### src/rtl/uart_regbank_dec.sv
module uart_regbank_dec #(
  parameter int              DW       = 8,
  parameter logic [DW-1:0]   EXT_KEY  = 8'hBF,
  parameter int              LOOP_BIT = 4
) (
  input  logic          clk,
  input  logic          rst_n,
  input  logic [2:0]    addr,
  input  logic [DW-1:0] wdata,
  input  logic          wr_en,
  input  logic          rd_en,
  output logic [DW-1:0] rdata,
  input  logic [DW-1:0] rx_byte,
  input  logic [DW-1:0] line_stat,
  input  logic [DW-1:0] modem_stat,
  input  logic [DW-1:0] int_stat,
  output logic          thr_we,
  output logic          rbr_re,
  output logic          fcr_we,
  output logic [DW-1:0] lcr_o,
  output logic [DW-1:0] ier_o,
  output logic [DW-1:0] mcr_o,
  output logic [DW-1:0] dll_o,
  output logic [DW-1:0] dlm_o,
  output logic [DW-1:0] efr_o,
  output logic [DW-1:0] xon1_o,
  output logic [DW-1:0] xon2_o,
  output logic [DW-1:0] xoff1_o,
  output logic [DW-1:0] xoff2_o,
  input  logic          tx_core,
  input  logic          tx_active,
  input  logic          rx_pin,
  output logic          tx_pin,
  output logic          rx_core
);

  logic [DW-1:0] scr_q;
  logic          div_open, ext_open, loop_on, tx_line;

  assign div_open = lcr_o[DW-1];
  assign ext_open = (lcr_o == EXT_KEY);
  assign loop_on  = mcr_o[LOOP_BIT];

  always_ff @(posedge clk or negedge rst_n) begin
    if (!rst_n) begin
      lcr_o   <= '0;
      ier_o   <= '0;
      mcr_o   <= '0;
      dll_o   <= '0;
      dlm_o   <= '0;
      efr_o   <= '0;
      xon1_o  <= '0;
      xon2_o  <= '0;
      xoff1_o <= '0;
      xoff2_o <= '0;
      scr_q   <= '0;
    end else if (wr_en) begin
      case (addr)
        3'd0: if (div_open) dll_o <= wdata;
        3'd1: if (div_open) dlm_o <= wdata; else ier_o <= wdata;
        3'd2: if (ext_open) efr_o <= wdata;
        3'd3: lcr_o <= wdata;
        3'd4: if (ext_open) xon1_o <= wdata; else mcr_o <= wdata;
        3'd5: if (ext_open) xon2_o <= wdata;
        3'd6: if (ext_open) xoff1_o <= wdata;
        default: if (ext_open) xoff2_o <= wdata; else scr_q <= wdata;
      endcase
    end
  end

  always_comb begin
    case (addr)
      3'd0:    rdata = div_open ? dll_o : rx_byte;
      3'd1:    rdata = div_open ? dlm_o : ier_o;
      3'd2:    rdata = ext_open ? efr_o : int_stat;
      3'd3:    rdata = lcr_o;
      3'd4:    rdata = ext_open ? xon1_o : mcr_o;
      3'd5:    rdata = ext_open ? xon2_o : line_stat;
      3'd6:    rdata = ext_open ? xoff1_o : modem_stat;
      default: rdata = ext_open ? xoff2_o : scr_q;
    endcase
  end

  assign thr_we = wr_en && addr == 3'd0 && !div_open;
  assign rbr_re = rd_en && addr == 3'd0 && !div_open;
  assign fcr_we = wr_en && addr == 3'd2 && !ext_open;

  assign tx_line = tx_active ? tx_core : 1'b1;
  assign tx_pin  = loop_on ? 1'b1 : tx_line;
  assign rx_core = loop_on ? tx_line : rx_pin;

  AST_LCR_ANY_BANK: assert property (@(posedge clk) disable iff (!rst_n)
    wr_en && addr == 3'd3 |=> lcr_o == $past(wdata));
  AST_DIV_KEEPS_IER: assert property (@(posedge clk) disable iff (!rst_n)
    wr_en && div_open && addr == 3'd1 |=> $stable(ier_o));
  AST_EXT_KEEPS_MCR: assert property (@(posedge clk) disable iff (!rst_n)
    wr_en && ext_open && addr[2] |=> $stable(mcr_o) && $stable(scr_q));
  AST_RO_STATUS: assert property (@(posedge clk) disable iff (!rst_n)
    wr_en && !ext_open && (addr == 3'd5 || addr == 3'd6) |=> $stable(xon2_o) && $stable(xoff1_o));
  AST_STROBE_EXCL: assert property (@(posedge clk) disable iff (!rst_n)
    $onehot0({thr_we, fcr_we, rbr_re}));
  AST_LOOP_MARK: assert property (@(posedge clk) disable iff (!rst_n)
    loop_on |-> tx_pin);
  AST_IDLE_MARK: assert property (@(posedge clk) disable iff (!rst_n)
    !tx_active |-> tx_pin && (rx_core || !loop_on));

endmodule

### config.mk
export PLATFORM = sky130hd
export DESIGN_NAME = uart_regbank_dec
export DESIGN_NICKNAME = d
export VERILOG_FILES = /design/src/rtl/uart_regbank_dec.sv
export SDC_FILE = /design/constraint.sdc
export NUM_CORES = 1
export LEC_CHECK = 0
export BUFFER_PORTS_ARGS = -buffer_cell sky130_fd_sc_hd__buf_4
export CORE_ASPECT_RATIO = 0.75
export CORE_MARGIN = 5
export CORE_UTILIZATION = 50
export CTS_BUF_LIST = sky130_fd_sc_hd__clkbuf_8
export DETAILED_ROUTE_END_ITERATION = 16
export PLACE_DENSITY = 0.78
export SLEW_MARGIN = 20
export SYNTH_ARGS = -nofsm -noshare
export SYNTH_HDL_FRONTEND = slang
export SYNTH_SLANG_ARGS = --single-unit
### constraint.sdc
create_clock -name clk -period 2 [get_ports clk]
set_input_delay 0.4 -clock clk [delete_from_list [all_inputs] [get_ports clk]]
set_output_delay 0.4 -clock clk [all_outputs]
set_load 0.005 [all_outputs]
==> results.yml, run 1 <==
cells_and_area:
  final_util_pct: 73.1
  antenna_cells: 0
  area_delta_synth_final_pct: 42.3
  drive_gt1_share_pct: 58.2
  postLayoutCellArea_um2: 6610
  instances_no_fill: 707
  fill_cells: 618
  nets: 624
floorplanning:
  die_w_um: 121
  die_h_um: 93.5
  rows: 30
  core_area_um2: 9050
  initial_core_util_pct: 51.4
  ios: 143
  dieArea_um2: 11300
route:
  drt_iter0_markers: 428
  routed_wl_um: 15100
  vias: 4118
  drc: 0
  ant_nets: 0
  vias_per_cell: 5.82
  firstDrtPassIters: 5
  wire_per_inst_um: 21.4
logic_synthesis:
  synth.area.top_cells: "dfrtp_1 (47%), mux2_2 (23%), mux2i_1 (5.0%), nand2_1 (2.6%), clkbuf_1 (2.1%)"
  avgSynthCellArea_um2: 11.6
  synth_common_cells: "mux2_2 (95), dfrtp_1 (88), nand2_1 (32)"
  synth_top_area_share_pct: 47.4
  synthFlopType: "dfrtp_1"
  synth_edf_count: 0
  synth_seq_area_share_pct: 47.4
  yosysWarnings: 0
  synth_cell_type_count: 38
  yosysMostFrequentCell: "mux2_2"
  synth_area_um2: 4650
  synth_cells: 401
  yosys.area.top_type: "dfrtp_1"
  syn-num-nets: 451
  synth-seq-cells: 88
  synthArstFlopShare_pct: 100
run_status:
  outcome: "complete, but fails checks"
  violations: "setup timing"
place:
  portBuffers: 142
  place_area_um2: 6220
  dp.cells: 684
  hpwl_um: 11200
  dp_slack_ns: -0.212
  place.gp.congestion: 0.956
sta:
  slew_violations: 0
  hold_viol_final: 0
  finClkSkew_ns: 0.0123
  fin_crit_sh_pct: 121
  layout_setup_ws_ns: -0.421
  slew_headroom_pct: 62.5
  rsz0062_at_grt: "true"
  worstMarginPinSlew_ns: 0.563
  max_freq_mhz: 413
  min_period_ns: 2.42
  setup_viol: 8
global_routing:
  grt_max_degree: 47
  grt_pass1_vias: 4142
  grt_first_pass_wirelength_um: 23400
  grt_use_total_pct: 26.9
  grt.overflow.total: 0
  antenna_found_initial: 0
pwr:
  power_density_nw_per_um2: 750
  power_mw: 4.96
  power.leakage_nw: 3.11
  irDropWorstVdd_uv: 477
worst_setup_path:
  worstSetupStartpointType: "flop"
  worstSetupEndpointType: "primary output"
  critPathKind: "reg2out"
  cp_max_fo: 8
  crit_required_ns: 1.60
  crit_arrival_ns: 2.02
worst_hold_path:
  hp-class: "in2async"
clock_network:
  clock-sinks: 88
  cts-root-buf: "clkbuf_8"
  numCtsBuffers: 9
  path_clk_slew_ns: 0.09
  cts_tree: "yes"
  cts_buffer_depth: 2
  htree_levels: 3
  clock_latency_ns: 0.37
job:
  drv_cap: 0
[per-layer routing]
metal / track usage (%) / wire length [um]
met1: 37.0 / 6450
met2: 40.5 / 6890
met3: 8.59 / 1450
met4: 8.40 / 323
met5: 0 / 0
[cell usage in the layout, fill, tap and decap left out, types with 2 or more instances in the layout]
cell type	n
o221ai_1	6
nand2_1	32
nand3b_1	2
inv_1	13
o21ai_0	10
nand2b_1	9
nor3_4	4
o21ai_1	3
a22oi_2	2
buf_12	11
a32oi_1	5
a31oi_1	2
buf_6	7
o31ai_2	4
nor3b_1	2
nor3_2	2
o32ai_1	7
o22ai_1	12
nand4b_1	5
nand3_1	2
mux2_2	95
a22oi_1	5
nor3_1	3
a211oi_2	4
a31oi_2	3
mux2i_1	22
and3_1	2
dfrtp_1	87
buf_4	178
clkbuf_8	10
nor2_1	7
clkinv_4	2
clkinv_2	3
[stage by stage]
stage          hold slack, ns  setup TNS (ns)
5_1_grt                0.0473           -3.41
2_1_floorplan           0.104               0
6_report              0.00863           -2.75
3_5_place_dp            0.429           -1.81
4_1_cts                0.0233           -2.53
3_3_place_gp            0.422           -1.28
[critical path, cell delays in order, from the launching register on]
cell	delay [ns]
dfrtp_1	0.40
nand4b_4	0.24
nor2_4	0.20
buf_6	0.17
o21ai_0	0.18
a31oi_2	0.30
buf_4	0.16
[cells by family after synthesis]
group	Yosys count	share of synthesized area, %
buf+inv	47	4.17
compound gates	66	9.88
mux	119	28.2
simple gates	81	10.3
flops	88	47.4
[sequential cells by signal, indices dropped and copies added (netlist names)]
name,count
mcr_o,8
dlm_o,8
xoff2_o,8
lcr_o,8
efr_o,8
scr_q,8
ier_o,8
dll_o,8
xon2_o,8
xoff1_o,8
xon1_o,8
[worst paths after layout]
| kind | depth (start not counted) | from | end | slack [ns] |
|---|---|---|---|---|
| setup / recovery | 6 | lcr_o[6] | rdata[4] | -0.42 |
| hold / removal | 1 | rst_n | scr_q[2] | 0.009 |
| setup reg to reg | 6 | lcr_o[6] | efr_o[7] | 0.03 |
| hold reg to reg | 1 | scr_q[2] | scr_q[2] | 0.52 |
| max in group asynchronous | 2 | rst_n | mcr_o[0] | 1.35 |
| min in group clk | 2 | wdata[0] | xoff2_o[0] | 0.40 |
[final cells by class]
class | count | area [um^2] | share of cell area (%)
well taps | 128 | 160 | 2.42
inverters | 12 | 45.0 | 0.681
flip-flops and latches | 88 | 2200 | 33.3
repair buffers | 197 | 1650 | 25.0
clock buffers | 10 | 138 | 2.08
multi-input cells | 266 | 2380 | 36.0
clock inverters | 6 | 36.3 | 0.549
[report_power, final]
group	leakage (nW)	total, mW	switching [mW]	internal, mW
Clock	0.0972	1.11	0.635	0.479
Combinational	1.88	1.58	0.664	0.918
Sequential	1.14	2.26	0.222	2.04
[repair_timing]
| action | CTS | global route |
|---|---|---|
| hold buffers | 0 | 0 |
| setup buffers | 4 | 4 |
| gates cloned | 1 | 0 |
| endpoints found under the setup margin | 42 | 34 |
| resized for setup | 32 | 8 |
| pin swaps | 11 | 8 |
(Power assumes the default switching activity.)
==> inputs of run 2 (changes only) <==
CORE_UTILIZATION = 48   (was 50)
clock period = 2.05 ns   (was 2 ns; I/O delays follow)
==> run 2 against run 1 <==
Worst hold slack improved by 0.41 ns; setup slack improved by 0.12 ns; largest power group unchanged; the run still ends with setup timing left; critical path depth rose by 1; wire length rose by 3.3%; count of clock-buffer cells in the layout did not move; flip-flop and latch count did not move; non-clock buffer count rose by 14; critical endpoint unchanged; core utilization fell by 2.3 points.
==> results.yml, run 2 (synthesis gave the netlist of run 1 again) <==
floorplanning:
  dieArea_um2: 11800
  die_h_um: 95.2
  die_w_um: 124
  core_area_um2: 9540
  ios: 143
  rows: 31
  initial_core_util_pct: 48.7
global_routing:
  grt_pass1_vias: 4225
  antenna_found_initial: 0
  grt_first_pass_wirelength_um: 23400
  grt_max_degree: 47
  grt.overflow.total: 0
  grt_use_total_pct: 26.8
worst_setup_path:
  cp_max_fo: 4
  crit_arrival_ns: 1.94
  worstSetupStartpointType: "flop"
  crit_required_ns: 1.64
  critPathKind: "reg2out"
  worstSetupEndpointType: "primary output"
run_status:
  violations: "setup timing"
  outcome: "complete, but fails checks"
clock_network:
  path_clk_slew_ns: 0.09
  clock-sinks: 88
  cts_buffer_depth: 2
  htree_levels: 3
  numCtsBuffers: 9
  clock_latency_ns: 0.37
  cts-root-buf: "clkbuf_8"
  cts_tree: "yes"
pwr:
  irDropWorstVdd_uv: 560
  power.leakage_nw: 3.18
  power_density_nw_per_um2: 741
cells_and_area:
  antenna_cells: 0
  postLayoutCellArea_um2: 6760
  nets: 638
  layout_commonest_cell: "buf_4"
  drive_gt1_share_pct: 61.0
  instances_no_fill: 725
  mostFrequentLayoutCells: "buf_4 (192), mux2_2 (94), dfrtp_1 (88)"
  area_delta_synth_final_pct: 45.4
sta:
  worstMarginPinSlew_ns: 0.440
  min_period_ns: 2.35
  finClkSkew_ns: 0.0108
  tns_ns: -3.68
  slew_violations: 0
  setup_viol: 41
  hold_viol_final: 0
  max_freq_mhz: 426
  slew_headroom_pct: 70.5
  layout_setup_ws_ns: -0.296
  fin_crit_sh_pct: 114
  rsz0062_at_grt: "true"
route:
  vias_per_cell: 5.64
  firstDrtPassIters: 5
  vias: 4087
  wire_per_inst_um: 21.5
  ant_nets: 0
  routed_wl_um: 15600
  drc: 0
  drt_iter0_markers: 317
place:
  portBuffers: 142
  place_area_um2: 6220
  place.gp.congestion: 0.982
  dp.cells: 695
  hpwl_um: 11700
  dp_slack_ns: -0.121
worst_hold_path:
  hp-class: "in2reg"
job:
  drv_cap: 0
run 2: cell types whose count changed in the layout (fill, tap and decap cells not counted), moves of 3 or more:
cell and change:
buf_4 +14, nor3_1 -3, buf_6 +4, mux2i_1 -5
mux2i_2 +5, buf_12 -4, o21ai_2 +4
run 2: area by class of cell:
class	instances	area, um^2
clock buffer	10	138
clock inverter	6	67.6
fill	723	2790
inverter	12	45.0
multi-input combinational	266	2420
sequential	88	2200
tap	132	165
timing repair buffer	211	1720
run 2: path summary, 6_finish.rpt:
check,start,to,slack (ns),cells after the start
max,lcr_o[7],rdata[4],-0.30,7
min,wdata[7],xoff2_o[7],0.41,2
max reg2reg,lcr_o[7],xon2_o[0],-0.11,8
min reg2reg,scr_q[5],scr_q[5],0.52,1
max in group asynchronous,rst_n,xon1_o[3],0.98,3
min in group asynchronous,rst_n,scr_q[0],0.42,2
run 2: what timing repair did:
action | 4_1_cts | 5_1_grt
pin swaps | 13 | 9
buffers inserted | 11 | 3
hold buffers | 1 | 0
endpoints found under the hold margin | 10 | 0
setup endpoints to repair | 18 | 49
gates resized for setup | 37 | 20
run 2: metal layers:
metal	track usage [%]	vias up	wire length [um]
li1	-	1849	-
met1	36.4	2046	6990
met2	43.4	172	7280
met3	5.81	20	1090
met4	7.65	0	256
met5	0	-	0
run 2: stage by stage:
step                power [mW]  utilization, %  hold WS [ns]
floorplan                 2.79               -         0.114
global placement          3.62            65.1         0.260
detailed placement        3.67            65.1         0.268
CTS                       4.97            69.8         0.395
global route              5.21            70.8         0.401
finish                    5.00            70.8         0.415
run 2: worst max-delay path, cell delays in order, from the launching register on:
cell and delay (ns):
dfrtp_1 0.41, buf_4 0.14, nand4b_4 0.12, buf_4 0.19, nor3_2 0.21, a211oi_2 0.06
a31oi_1 0.26, buf_4 0.17
run 2: report_power, final:
part | internal [mW] | switching [mW] | total [mW]
combinational | 0.901 | 0.649 | 1.55
clock | 0.600 | 0.644 | 1.24
sequential | 1.99 | 0.218 | 2.21
total | 3.49 | 1.51 | 5.00
==> inputs of run 3 (changes only) <==
CORE_UTILIZATION = 50   (was 48)
MAX_ROUTING_LAYER = met4   (was unset)
SKIP_LAST_GASP = 1   (was unset)
clock period = 2.65 ns   (was 2.05 ns; I/O delays follow)
==> run 3 against run 2 <==
The flow now finishes without violations; first-iteration DRC count increased by 27%; critical path depth down 1; count of clock-buffer cells in the layout did not move; wire length down 8.3%; cell area decreased by 9.9%; register-to-register slack improved by 0.46 ns; power fell by 26%; non-clock buffer count decreased by 54; largest cell class unchanged; global-route usage fell by 1.2 points; combinational power is 35% lower; clock skew decreased by 0.0013 ns.
==> results.yml, run 3 (synthesis gave the netlist of run 1 again) <==
global_routing:
  antenna_found_initial: 0
  grt_use_total_pct: 25.6
  grt_pass1_vias: 3857
  grt.overflow.total: 0
  grt_max_degree: 48
  grt_first_pass_wirelength_um: 21700
worst_setup_path:
  path_cells: "buf_4 > mux2i_1 > o31ai_1 > a22oi_1 > a31oi_1 > buf_4"
  reg2reg_to: "efr_o[5]"
  worstSetupEndpointType: "primary output"
  max_stage_delay_ns: 0.44
  r2r_cells: 5
  worstSetupStartpointType: "flop"
  endpoint: "rdata[3]"
  critPathKind: "reg2out"
  r2r_setup_slack_ns: 0.35
  timing.rr.start: "lcr_o[6]"
  critPathSlowestCell: "dfrtp_1"
  crit_top_cell: "buf_4"
  crit_arrival_ns: 2.11
  cp_max_fo: 11
  crit_required_ns: 2.12
  crit_start: "lcr_o[7]"
floorplanning:
  rows: 30
  die_h_um: 93.5
  initial_core_util_pct: 51.4
  die_w_um: 121
  core_area_um2: 9050
  dieArea_um2: 11300
  ios: 143
sta:
  slew_violations: 0
  hold_viol_final: 0
  finClkSkew_ns: 0.00948
  fin_crit_sh_pct: 99.7
  slew_headroom_pct: 63.8
  holdWs_ns: 0.123
  min_period_ns: 2.64
  max_freq_mhz: 379
  worstMarginPinSlew_ns: 0.544
  setup_viol: 0
route:
  vias: 3871
  ant_nets: 0
  vias_per_cell: 5.80
  drc: 0
  drt_iter0_markers: 402
  firstDrtPassIters: 5
  wire_per_inst_um: 21.5
  routed_wl_um: 14300
clock_network:
  htree_levels: 3
  cts_tree: "yes"
  clock_latency_ns: 0.37
  path_clk_slew_ns: 0.09
  cts_buffer_depth: 2
  clock-sinks: 88
  cts-root-buf: "clkbuf_8"
  numCtsBuffers: 9
cells_and_area:
  area_delta_synth_final_pct: 31.1
  instances_no_fill: 667
  fill_cells: 713
  antenna_cells: 0
  layout_commonest_cell: "buf_4"
  mostFrequentLayoutCells: "buf_4 (156), mux2_2 (95), dfrtp_1 (88)"
  drive_gt1_share_pct: 52.3
  nets: 584
pwr:
  p_seq_share_pct: 46.4
  power_density_nw_per_um2: 607
  clockPowerShare_pct: 26.4
  power.internal_mw: 2.58
  irDropWorstVdd_uv: 225
  swShare_pct: 30.3
  switching_power_mw: 1.12
  power.leakage_nw: 2.86
  p_comb_share_pct: 27.2
  power_mw: 3.70
place:
  dp.cells: 648
  hpwl_um: 10800
  portBuffers: 142
  place.gp.congestion: 1.02
run_status:
  outcome: "finished, final reports clean"
job:
  drv_cap: 0
worst_hold_path:
  hp-class: "in2async"
run 3: changes by cell type in the layout (fill, tap and decap cells not counted), sizes merged:
cell | previous run | this run
dlygate4sd3 | 1 | 0
buf | 210 | 157
run 3: per-stage QoR:
stage | cell area [um^2] | setup WS (ns) | util [%] | setup TNS, ns
3_5_place_dp | 5830 | 0.153 | 64.4 | 0
6_report | 6090 | 0.00912 | 67.3 | 0
2_1_floorplan | 4650 | 0.437 | - | 0
3_3_place_gp | 5830 | 0.168 | 64.4 | 0
5_1_grt | 6090 | -0.0330 | 67.3 | -0.0330
4_1_cts | 6040 | -0.00691 | 66.7 | -0.0137
run 3: critical path, delay by kind of cell (launching register included):
| family | cells | cell delay, ns |
|---|---|---|
| AOI/OAI and AO/OA | 3 | 0.80 |
| DFF | 1 | 0.44 |
| buffers and inverters | 2 | 0.39 |
| muxes | 1 | 0.13 |
run 3: how the worst min path moves through the flow:
stage / startpoint / endpoint / slack, ns / cells after the start
2_1_floorplan: rst_n / dll_o[0] / 0.23 / 0
3_3_place_gp: scr_q[7] / scr_q[7] / 0.49 / 1
3_5_place_dp: scr_q[0] / scr_q[0] / 0.49 / 1
4_1_cts: rst_n / dll_o[0] / 0.15 / 1
5_1_grt: rst_n / dll_o[0] / 0.17 / 1
6_report: rst_n / dll_o[0] / 0.12 / 1
run 3: timing repair:
item	4_1_cts	5_1_grt
hold buffers	0	0
buffers inserted	0	3
pin swaps	0	2
setup endpoints to repair	8	8
resized for setup	2	6
run 3: final cells by class:
type	instances	area [um^2]	area share, %
clock buffers	10	138	2.26
clock inverters	6	67.6	1.11
inverters	12	45.0	0.740
multi-input cells	266	2280	37.5
flip-flops and latches	88	2200	36.2
well taps	128	160	2.63
repair buffers	157	1190	19.6
run 3: power groups by stage:
| stage | Clock [mW] | Sequential [mW] | Combinational (mW) |
|---|---|---|---|
| 2_1_floorplan | 0 | 1.71 | 0.450 |
| 3_3_place_gp | 0 | 1.73 | 0.978 |
| 3_5_place_dp | 0 | 1.74 | 0.997 |
| 4_1_cts | 0.976 | 1.71 | 1.00 |
| 5_1_grt | 1.03 | 1.74 | 1.07 |
| 6_report | 0.974 | 1.72 | 1.01 |
run 3: layer usage:
layer	share of wire, %	GRT usage [%]	wire, um
met4	1.3	5.50	191
met3	9.1	5.38	1310
met1	43	35.9	6220
met5	0	-	0
met2	46	38.7	6610
